<file path="src/rtl/timer_pkg.sv">
// Package: shared register indexes for the interval timer.
// Assumes a word-addressed map of eight slots; only the first four decode.
package timer_pkg;

    localparam int IDX_W = 3;

    localparam logic [IDX_W-1:0] IDX_LIM_CLR  = 3'd0;  // limit, counter reset
    localparam logic [IDX_W-1:0] IDX_LIM_KEEP = 3'd1;  // limit, counter kept
    localparam logic [IDX_W-1:0] IDX_RUNCTL   = 3'd2;  // halt / resume
    localparam logic [IDX_W-1:0] IDX_MODE     = 3'd3;  // mode select

    // Control strobes from the decoder to the counter core.
    typedef struct packed {
        logic cnt_zero;   // zero counter and clear flag
        logic ack;        // acknowledge read in system mode
    } tmr_ctl_t;

endpackage

</file>
<file path="src/rtl/timer_decode.sv">
// Module: timer_decode
// Decodes write and read strobes, holds the limit, mode and halt registers.
// Assumes single-cycle strobes; the index is taken from the address bits above the byte lane.
module timer_decode
    import timer_pkg::*;
#(
    parameter int CNT_W   = 31,
    parameter int TICK_SH = 9,
    parameter int PER_CPU = 1,
    parameter int UNIT_W  = CNT_W - TICK_SH,
    parameter int DATA_W  = CNT_W + 1
) (
    input  logic              clk,
    input  logic              rst_n,
    input  logic              wr_en,
    input  logic              rd_en,
    input  logic [IDX_W-1:0]  idx,
    input  logic [DATA_W-1:0] wdata,
    output logic [UNIT_W-1:0] limit_u,
    output logic              user_mode,
    output logic              halted,
    output tmr_ctl_t          ctl
);

    localparam logic [UNIT_W-1:0] LIM_MAX = {UNIT_W{1'b1}};

    logic              wr_clr, wr_keep, wr_run, wr_mode;
    logic              mode_take;
    logic [UNIT_W-1:0] lim_field;
    logic              unused_wbits;

    // Write strobe per register slot.
    always_comb begin
        wr_clr  = wr_en && (idx == IDX_LIM_CLR);
        wr_keep = wr_en && (idx == IDX_LIM_KEEP);
        wr_run  = wr_en && (idx == IDX_RUNCTL);
        wr_mode = wr_en && (idx == IDX_MODE);
    end

    // Masked limit field with zero replaced by the largest value.
    always_comb begin
        lim_field = wdata[CNT_W-1:TICK_SH];
        if (lim_field == '0)
            lim_field = LIM_MAX;
    end

    assign unused_wbits = ^{wdata[DATA_W-1], wdata[TICK_SH-1:1]};

    // Limit register, loaded from either limit slot.
    always_ff @(posedge clk) begin
        if (!rst_n)
            limit_u <= LIM_MAX;
        else if (wr_clr || wr_keep)
            limit_u <= lim_field;
    end

    // Mode register exists only on per-processor instances.
    generate
        if (PER_CPU != 0) begin : g_mode
            // Mode bit follows wdata[0] on an accepted mode write.
            always_ff @(posedge clk) begin
                if (!rst_n)
                    user_mode <= 1'b0;
                else if (wr_mode)
                    user_mode <= wdata[0];
            end
            assign mode_take = wr_mode;
        end else begin : g_fixed
            assign user_mode = 1'b0;
            assign mode_take = 1'b0;
        end
    endgenerate

    // Halt state, writable only in user mode, cleared by a mode change.
    always_ff @(posedge clk) begin
        if (!rst_n)
            halted <= 1'b0;
        else if (mode_take)
            halted <= 1'b0;
        else if (wr_run && user_mode)
            halted <= wdata[0];
    end

    // Strobes to the counter core.
    always_comb begin
        ctl.cnt_zero = wr_clr || mode_take;
        ctl.ack      = rd_en && (idx == IDX_LIM_CLR) && !user_mode;
    end

    assert_limit_nonzero_R7: assert property (@(posedge clk) disable iff (!rst_n)
        limit_u != '0);

    assert_sys_running_R8: assert property (@(posedge clk) disable iff (!rst_n)
        !user_mode |-> !halted);

    assert_zero_subst_R7: assert property (@(posedge clk) disable iff (!rst_n)
        (wr_en && idx == IDX_LIM_CLR && wdata[CNT_W-1:TICK_SH] == '0) |=> limit_u == LIM_MAX);

endmodule

</file>
<file path="src/rtl/timer_core.sv">
// Module: timer_core
// Up-counter in tick units with limit wrap, sticky reached flag and acknowledge.
// Assumes the limit is never zero. In system mode the count stays below 2**UNIT_W.
module timer_core
    import timer_pkg::*;
#(
    parameter int CNT_W   = 31,
    parameter int TICK_SH = 9,
    parameter int UNIT_W  = CNT_W - TICK_SH,
    parameter int UCNT_W  = UNIT_W + CNT_W
) (
    input  logic              clk,
    input  logic              rst_n,
    input  logic              tick_en,
    input  logic              user_mode,
    input  logic              halted,
    input  logic [UNIT_W-1:0] limit_u,
    input  tmr_ctl_t          ctl,
    output logic [UCNT_W-1:0] cnt_u,
    output logic              reached
);

    logic              step;
    logic [UNIT_W:0]   low_next;
    logic              hit;

    // Advance condition and limit comparison for the next count.
    always_comb begin
        step     = tick_en && !halted;
        low_next = {1'b0, cnt_u[UNIT_W-1:0]} + 1'b1;
        hit      = step && !user_mode && (low_next >= {1'b0, limit_u});
    end

    // Counter: write reset first, then wrap or increment.
    always_ff @(posedge clk) begin
        if (!rst_n)
            cnt_u <= '0;
        else if (ctl.cnt_zero)
            cnt_u <= '0;
        else if (hit)
            cnt_u <= '0;
        else if (step)
            cnt_u <= cnt_u + 1'b1;
    end

    // Reached flag: cleared by write, set by event, then acknowledged.
    always_ff @(posedge clk) begin
        if (!rst_n)
            reached <= 1'b0;
        else if (ctl.cnt_zero)
            reached <= 1'b0;
        else if (hit)
            reached <= 1'b1;
        else if (ctl.ack)
            reached <= 1'b0;
    end

    assert_zero_on_load_R5: assert property (@(posedge clk) disable iff (!rst_n)
        ctl.cnt_zero |=> (cnt_u == '0) && !reached);

    assert_hold_when_idle_R8: assert property (@(posedge clk) disable iff (!rst_n)
        (!tick_en && !ctl.cnt_zero) |=> $stable(cnt_u));

    assert_ack_clears_R4: assert property (@(posedge clk) disable iff (!rst_n)
        (ctl.ack && !tick_en && !ctl.cnt_zero) |=> !reached);

    assert_user_no_flag_R10: assert property (@(posedge clk) disable iff (!rst_n)
        user_mode |=> !$rose(reached));

    assert_sys_range_R3: assert property (@(posedge clk) disable iff (!rst_n)
        !user_mode |-> (cnt_u[UCNT_W-1:UNIT_W] == '0));

endmodule

</file>
<file path="src/rtl/timer_rdmux.sv">
// Module: timer_rdmux
// Registered read-data selector for the timer registers.
// Assumes rd_en is a single-cycle strobe. Data reflects the state before the sampling edge.
module timer_rdmux
    import timer_pkg::*;
#(
    parameter int CNT_W   = 31,
    parameter int TICK_SH = 9,
    parameter int UNIT_W  = CNT_W - TICK_SH,
    parameter int UCNT_W  = UNIT_W + CNT_W,
    parameter int DATA_W  = CNT_W + 1
) (
    input  logic              clk,
    input  logic              rst_n,
    input  logic              rd_en,
    input  logic [IDX_W-1:0]  idx,
    input  logic              user_mode,
    input  logic              halted,
    input  logic [UNIT_W-1:0] limit_u,
    input  logic [UCNT_W-1:0] cnt_u,
    input  logic              reached,
    output logic [DATA_W-1:0] rdata
);

    logic [DATA_W-1:0] sel;

    // Word selection by index and mode.
    always_comb begin
        sel = '0;
        case (idx)
            IDX_LIM_CLR:
                if (user_mode)
                    sel = {1'b0, cnt_u[UCNT_W-1:UNIT_W]};
                else
                    sel = {1'b0, limit_u, {TICK_SH{1'b0}}};
            IDX_LIM_KEEP: sel = {reached, cnt_u[UNIT_W-1:0], {TICK_SH{1'b0}}};
            IDX_RUNCTL:   sel = {{(DATA_W-1){1'b0}}, halted};
            IDX_MODE:     sel = {{(DATA_W-1){1'b0}}, user_mode};
            default:      sel = '0;
        endcase
    end

    // Read data register, updated only on a read strobe.
    always_ff @(posedge clk) begin
        if (!rst_n)
            rdata <= '0;
        else if (rd_en)
            rdata <= sel;
    end

    assert_rdata_hold_R11: assert property (@(posedge clk) disable iff (!rst_n)
        !rd_en |=> $stable(rdata));

    assert_low_zero_R2: assert property (@(posedge clk) disable iff (!rst_n)
        (rd_en && idx == IDX_LIM_KEEP) |=> rdata[TICK_SH-1:0] == '0);

endmodule

</file>
<file path="src/rtl/interval_timer.sv">
// Module: interval_timer (top)
// Bus-programmed interval timer: limit reload, reached flag, level irq, system/user modes.
// Assumes single-cycle rd_en/wr_en strobes and a clock-synchronous tick_en.
module interval_timer
    import timer_pkg::*;
#(
    parameter int CNT_W   = 31,
    parameter int TICK_SH = 9,
    parameter int ADDR_W  = 5,
    parameter int PER_CPU = 1,
    parameter int DATA_W  = CNT_W + 1
) (
    input  logic              clk,
    input  logic              rst_n,
    input  logic              tick_en,
    input  logic              wr_en,
    input  logic              rd_en,
    input  logic [ADDR_W-1:0] addr,
    input  logic [DATA_W-1:0] wdata,
    output logic [DATA_W-1:0] rdata,
    output logic              irq
);

    localparam int UNIT_W  = CNT_W - TICK_SH;
    localparam int UCNT_W  = UNIT_W + CNT_W;
    localparam int IDX_LSB = 2;

    logic [IDX_W-1:0]  idx;
    logic [UNIT_W-1:0] limit_u;
    logic              user_mode;
    logic              halted;
    tmr_ctl_t          ctl;
    logic [UCNT_W-1:0] cnt_u;
    logic              reached;
    logic              unused_abits;

    assign idx          = addr[IDX_LSB +: IDX_W];
    assign unused_abits = ^addr[IDX_LSB-1:0];

    timer_decode #(
        .CNT_W(CNT_W), .TICK_SH(TICK_SH), .PER_CPU(PER_CPU),
        .UNIT_W(UNIT_W), .DATA_W(DATA_W)
    ) u_decode (
        .clk(clk), .rst_n(rst_n), .wr_en(wr_en), .rd_en(rd_en), .idx(idx),
        .wdata(wdata), .limit_u(limit_u), .user_mode(user_mode),
        .halted(halted), .ctl(ctl)
    );

    timer_core #(
        .CNT_W(CNT_W), .TICK_SH(TICK_SH), .UNIT_W(UNIT_W), .UCNT_W(UCNT_W)
    ) u_core (
        .clk(clk), .rst_n(rst_n), .tick_en(tick_en), .user_mode(user_mode),
        .halted(halted), .limit_u(limit_u), .ctl(ctl),
        .cnt_u(cnt_u), .reached(reached)
    );

    timer_rdmux #(
        .CNT_W(CNT_W), .TICK_SH(TICK_SH), .UNIT_W(UNIT_W),
        .UCNT_W(UCNT_W), .DATA_W(DATA_W)
    ) u_rdmux (
        .clk(clk), .rst_n(rst_n), .rd_en(rd_en), .idx(idx),
        .user_mode(user_mode), .halted(halted), .limit_u(limit_u),
        .cnt_u(cnt_u), .reached(reached), .rdata(rdata)
    );

    assign irq = reached;

    assert_irq_needs_event_R3: assert property (@(posedge clk) disable iff (!rst_n)
        $rose(irq) |-> $past(tick_en));

endmodule

</file>
<file path="config.mk">
export PLATFORM = sky130hd
export DESIGN_NAME = interval_timer
export DESIGN_NICKNAME = d
export VERILOG_FILES = /design/src/rtl/timer_pkg.sv /design/src/rtl/timer_decode.sv /design/src/rtl/timer_core.sv /design/src/rtl/timer_rdmux.sv /design/src/rtl/interval_timer.sv
export SDC_FILE = /design/constraint.sdc
export NUM_CORES = 1
export LEC_CHECK = 0
export ABC_AREA = 1
export BUFFER_PORTS_ARGS = -buffer_cell sky130_fd_sc_hd__clkbuf_2
export CORE_MARGIN = 2
export CORE_UTILIZATION = 25
export DETAILED_ROUTE_END_ITERATION = 12
export GPL_ROUTABILITY_DRIVEN = 1
export SYNTH_ARGS = -nofsm -noshare
export SYNTH_HDL_FRONTEND = slang
export SYNTH_HIERARCHICAL = 1
export SYNTH_SLANG_ARGS = --single-unit
</file>
<file path="constraint.sdc">
create_clock -name clk -period 3.25 [get_ports clk]
set_input_delay 0.65 -clock clk [delete_from_list [all_inputs] [get_ports clk]]
set_output_delay 0.65 -clock clk [all_outputs]
set_load 0.05 [all_outputs]
</file>
* After elaboration in Yosys (flattened, before gate mapping)
Index checks and enable logic that the tools add are counted.
W data, S select, Z words.
** Word-level totals
- Flip-flop bits (word level) :: 110
- Bits of input ports :: 42
- Output and inout port bits :: 33
** Cells by class
- Add/sub/neg operators :: 2
- Order comparisons :: 1
- Eq/ne operators :: 3
- Multiplexer cells :: 5
- Bitwise operators :: 1
- Reductions and logical operators :: 20
** Operator list (count)
- $pmux W32 S4 :: 1
- $add A53 B1 Y53 const B :: 1
- $mux W31 :: 1
- $add A22 B1 Y23 const B :: 1
- $ge A23 B22 Y1 :: 1
- $logic_not A22 Y1 :: 1
- $mux W22 :: 1
- $logic_and A1 B1 Y1 :: 10
- $eq A3 B2 Y1 const B :: 2
- $reduce_or A2 Y1 :: 2
- $eq A3 B1 Y1 const B :: 1
- $logic_not A3 Y1 :: 1
- $reduce_or A3 Y1 :: 1
- $logic_not A1 Y1 :: 2
- $logic_or A1 B1 Y1 :: 2
- $mux W1 :: 2
- $reduce_bool A2 Y1 :: 1
- $not A1 Y1 :: 1

* Logic depth before layout (Yosys ltp)
- Word-level depth :: 5
- Depth in mapped cells :: 23
- Gate-level depth less buffers :: 22

* By module
The synthesis kept the hierarchy.
** Modules (own cells, without submodules)
- timer_core :: times used 1, cells each 559, area an instance 4206.5 µm², seq. area each 1081.0 µm²
- timer_rdmux :: times used 1, cells each 291, area an instance 1861.8 µm², seq. area each 640.6 µm²
- timer_decode :: times used 1, cells each 180, area an instance 1191.1 µm², seq. area each 480.5 µm²

* Worst setup path after synthesis
OpenSTA, ideal clock, no wires.
- Path type :: flip-flop to flip-flop
- Start :: register u_core.cnt_u[0]
- End :: register u_core.cnt_u[10]
- Data arrival time :: 2.575 ns
- Slack :: 0.613 ns
- Stages on the path, launching flop included :: 19
- Buffers on the path :: 1
- Clock period less this slack :: 2.637 ns
- Cell sequence :: dfxtp_1 -> ha_1 -> nand2_1 -> nor2_2 -> nand2_1 -> nor2_2 -> nand3b_1 -> nor2_1 -> xor2_1 -> ha_1 -> a21o_1 -> a21oi_1 -> nand2_1 -> nor2_1 -> nand2_2 -> nand2_4 -> nand2_8 -> buf_12 -> nor2_4
** On the way
- Longest elaborated chain between the ends :: 4
- Elaborated cells between the ends (all ways) :: 5
** Ends and longest elaborated chain
- from (decl) :: RTL line timer_core.sv:19 : output logic [UCNT_W-1:0] cnt_u,
- from (signal assigned) :: RTL line timer_core.sv:43 : cnt_u <= cnt_u + 1'b1;
- $add A22 B1 Y23 :: RTL line timer_core.sv:30 : low_next = {1'b0, cnt_u[UNIT_W-1:0]} + 1'b1;
- net u_core.low_next[20] :: RTL line timer_core.sv:24 : logic [UNIT_W:0] low_next;
- $ge A23 B22 Y1 :: RTL line timer_core.sv:31 : hit = step && !user_mode && (low_next >= {1'b0, limit_u});
- $logic_and A1 B1 Y1 :: RTL line timer_core.sv:31
- $reduce_or A3 Y1 (no source line)
The timed path passes the listed nets, and every way through them passes these cells.
A chain may end at the register's enable or synchronous reset.

* Worst setup path in the final report
- Start :: register u_core.cnt_u[1]
- End :: register u_core.cnt_u[44]
Same word-level chain as after synthesis.

==> metrics.cfg <==
[sta]
fmax_ghz=0.326
period_share_pct=94.3
fin_skew_ps=11.9
slew_viol_final=0
hold_viol_final=0
fin_crit_ps=3060
layout_setup_ws_ps=187
final-setup-viol-count=0
tightest_slew_ps=763
slew-limit-headroom_pct=49.1
whs_ps=466

[floorplanning]
fp.dieW_um=174
start_util_pct=25.4
rows=62
die_area_sq_um=30400
io_pins=75
core_sq_um=28600
die_h_um=174

[clocking]
hold_buffers=0
cts_max_path_buffers=2
cts_num_sinks=110
clockRootBuffer=clkbuf_16
clk_latency_ps=360
h-tree-depth=3
clkTransAtPathRegs_ps=80
cts_buffers=9
cts_tree=done

[grt]
grt_use_total_pct=13.5
grt_pass1_wl_um=32400
antenna_found_initial=0
grt_max_degree=32
first_global_vias=6003
grt-ovfl-total=0

[route]
drt_iter0_drc=451
ant_nets=0
wl_met3_um=1300
avgViaCountPerCell=4.35
wl_met2_um=8350
drc=0
wirelength_um=20400
wl_per_cell_um=13.8
first_pass_iters=4
wl_met1_um=10500
num_vias=6462
highest-signal-layer=met4

[run_status]
status=completed

[logic_synthesis]
synth_top_area_share_pct=30.3
synth_seq_area_share_pct=30.3
synth_area_leaders=dfxtp_1, nand2_1, nor2_4
synthFlopType=dfxtp_1
ys_ff_latch=110
netlist_area_sq_um=7260
netlist_instances=1030
synth.avg_cell_area_sq_um=7.05
synth.most_common_cell=nand2_1
ys_types=42
yosys.area.top_type=dfxtp_1
yosys_warnings=6
synth_nets=1095
async_flop_share_pct=0
ys_top_cells_by_count=nand2_1, inv_1, dfxtp_1
synth_edf_count=0

[layout]
final-seq-area_sq_um=2200
fillers=3174
drive_gt1_share_pct=21.2
diodes=0
multi_input_area_sq_um=4250
nets=1160
fin_util_pct=29.0
area_delta_synth_final_pct=14.5

[critical_path]
criticalPathCategory=reg -> reg
crit_required_ps=3550
cp-end-kind=flip-flop
worstPathArrival_ps=3360
cp_max_fo=15
cpPeakStageDelay_ps=370
slowest_stage=dfxtp_2
start_kind=flip-flop
crit_start=u_core/cnt_u[1]
rr_startpoint=u_core/cnt_u[1]
crit_chain=ha_1 -> nand2_1 -> nor2_2 -> nand2_1 -> nor2_4 -> nand3b_1 -> nor2_2 -> xor2_2 -> ha_1 -> a21o_1 -> a21oi_1 -> nand2_1 -> nor2_1 -> nand2_2 -> nand2_4 -> nand2_8 -> buf_8 -> nor2_2

[placed_design]
io_buffers=63
pre_cts_ws_ps=108
place_congestion=0.888
dp_hpwl_um=16000

[worst_hold_path]
hold_start=u_rdmux/rdata[26]
min_path_type=reg -> reg

[run]
maxCapViolCount=0

[pwr]
ir_worst_vdd_uv=266
p_per_area_nw_per_um2=356
p_leak_nw=3.68

power breakdown:
| group | total (mW) | internal, mW | leakage (nW) | switching, mW |
|---|---|---|---|---|
| combinational | 0.417 | 0.135 | 2.64 | 0.282 |
| clock | 1.12 | 0.579 | 0.144 | 0.545 |
| sequential | 1.42 | 1.38 | 0.894 | 0.0364 |
timing repair:
action / CTS / global route
endpoints found under the hold margin: 0 / 0
gates resized for setup: 0 / 13
setup buffers: 0 / 7
endpoints found under the setup margin: 0 / 49
worst max-delay path, delay by kind of cell, from the launching register on:
family | cells | cell delay [ps]
AOI/OAI and AO/OA | 2 | 290
xor gates and xnor gates | 1 | 190
adders and majority gates | 2 | 470
buffers and inverters | 1 | 200
DFF | 1 | 370
and+or+nand+nor | 12 | 1470
placed cells by master, fill, tap and decap left out, types with 8 or more instances in the layout:
cell type	n
o21ai_0	20
nand3_1	47
clkbuf_2	63
nor2_1	72
dfxtp_1	108
xor2_1	40
clkbuf_16	10
inv_1	117
buf_4	23
nor2_2	14
nand4_1	23
a21oi_1	35
ha_1	23
nor3_1	12
inv_2	9
nor2_4	54
nand2_1	344
a21oi_2	20
nand2_2	9
a22oi_1	8
final timing paths:
kind	cells past startpoint	slack [ps]	to
min reg2reg	2	470	u_rdmux/rdata[26]
max reg2reg	18	190	u_core/cnt_u[44]
min	2	470	u_rdmux/rdata[26]
max	18	190	u_core/cnt_u[44]
cells by family (layout without fill, tap and decap cells):
logic type | after synthesis | count (layout) | synth area share (%)
fa+ha+maj | 23 | 23 | 3.96
buf+inv | 166 | 236 | 11.5
flops | 110 | 110 | 30.3
xor+xnor | 47 | 47 | 5.77
mux | 5 | 5 | 0.689
simple gates | 593 | 593 | 40.4
compound gates | 86 | 86 | 7.34
flip-flops by register name, indices dropped and copies added, names as in the netlist:
register and count:
u_core/reached 1, u_decode/halted 1, u_rdmux/rdata 32, u_core/cnt_u 53, u_decode/user_mode 1, u_decode/limit_u 22
metrics by stage:
| step | area, sq um | std cells | TNS [ps] | power [mW] |
|---|---|---|---|---|
| after floorplan | 7260 | 1030 | 0 | 1.74 |
| after global routing | 8320 | 1484 | -339 | 3.10 |
| after global placement | 7870 | 1459 | 0 | 1.84 |
| after detailed placement | 7870 | 1459 | 0 | 1.84 |
| after CTS | 8170 | 1475 | 0 | 2.98 |
| final | 8320 | 1484 | 0 | 2.96 |
per-layer routing:
layer | up-vias | GRT usage [%]
li1 | 3326 | -
met1 | 2935 | 20.3
met2 | 187 | 20.0
met3 | 14 | 2.23
met4 | 0 | 3.15
met5 | - | 0
layout make-up:
class / instances / share of cell area, %
Inverter: 127 / 5.76
Tap cell: 384 / 5.78
Multi-Input combinational cell: 754 / 51.1
Clock inverter: 5 / 0.587
Timing Repair Buffer: 93 / 7.27
Sequential cell: 110 / 26.5
Clock buffer: 11 / 3.04
Power figures use the tool's default switching activity.
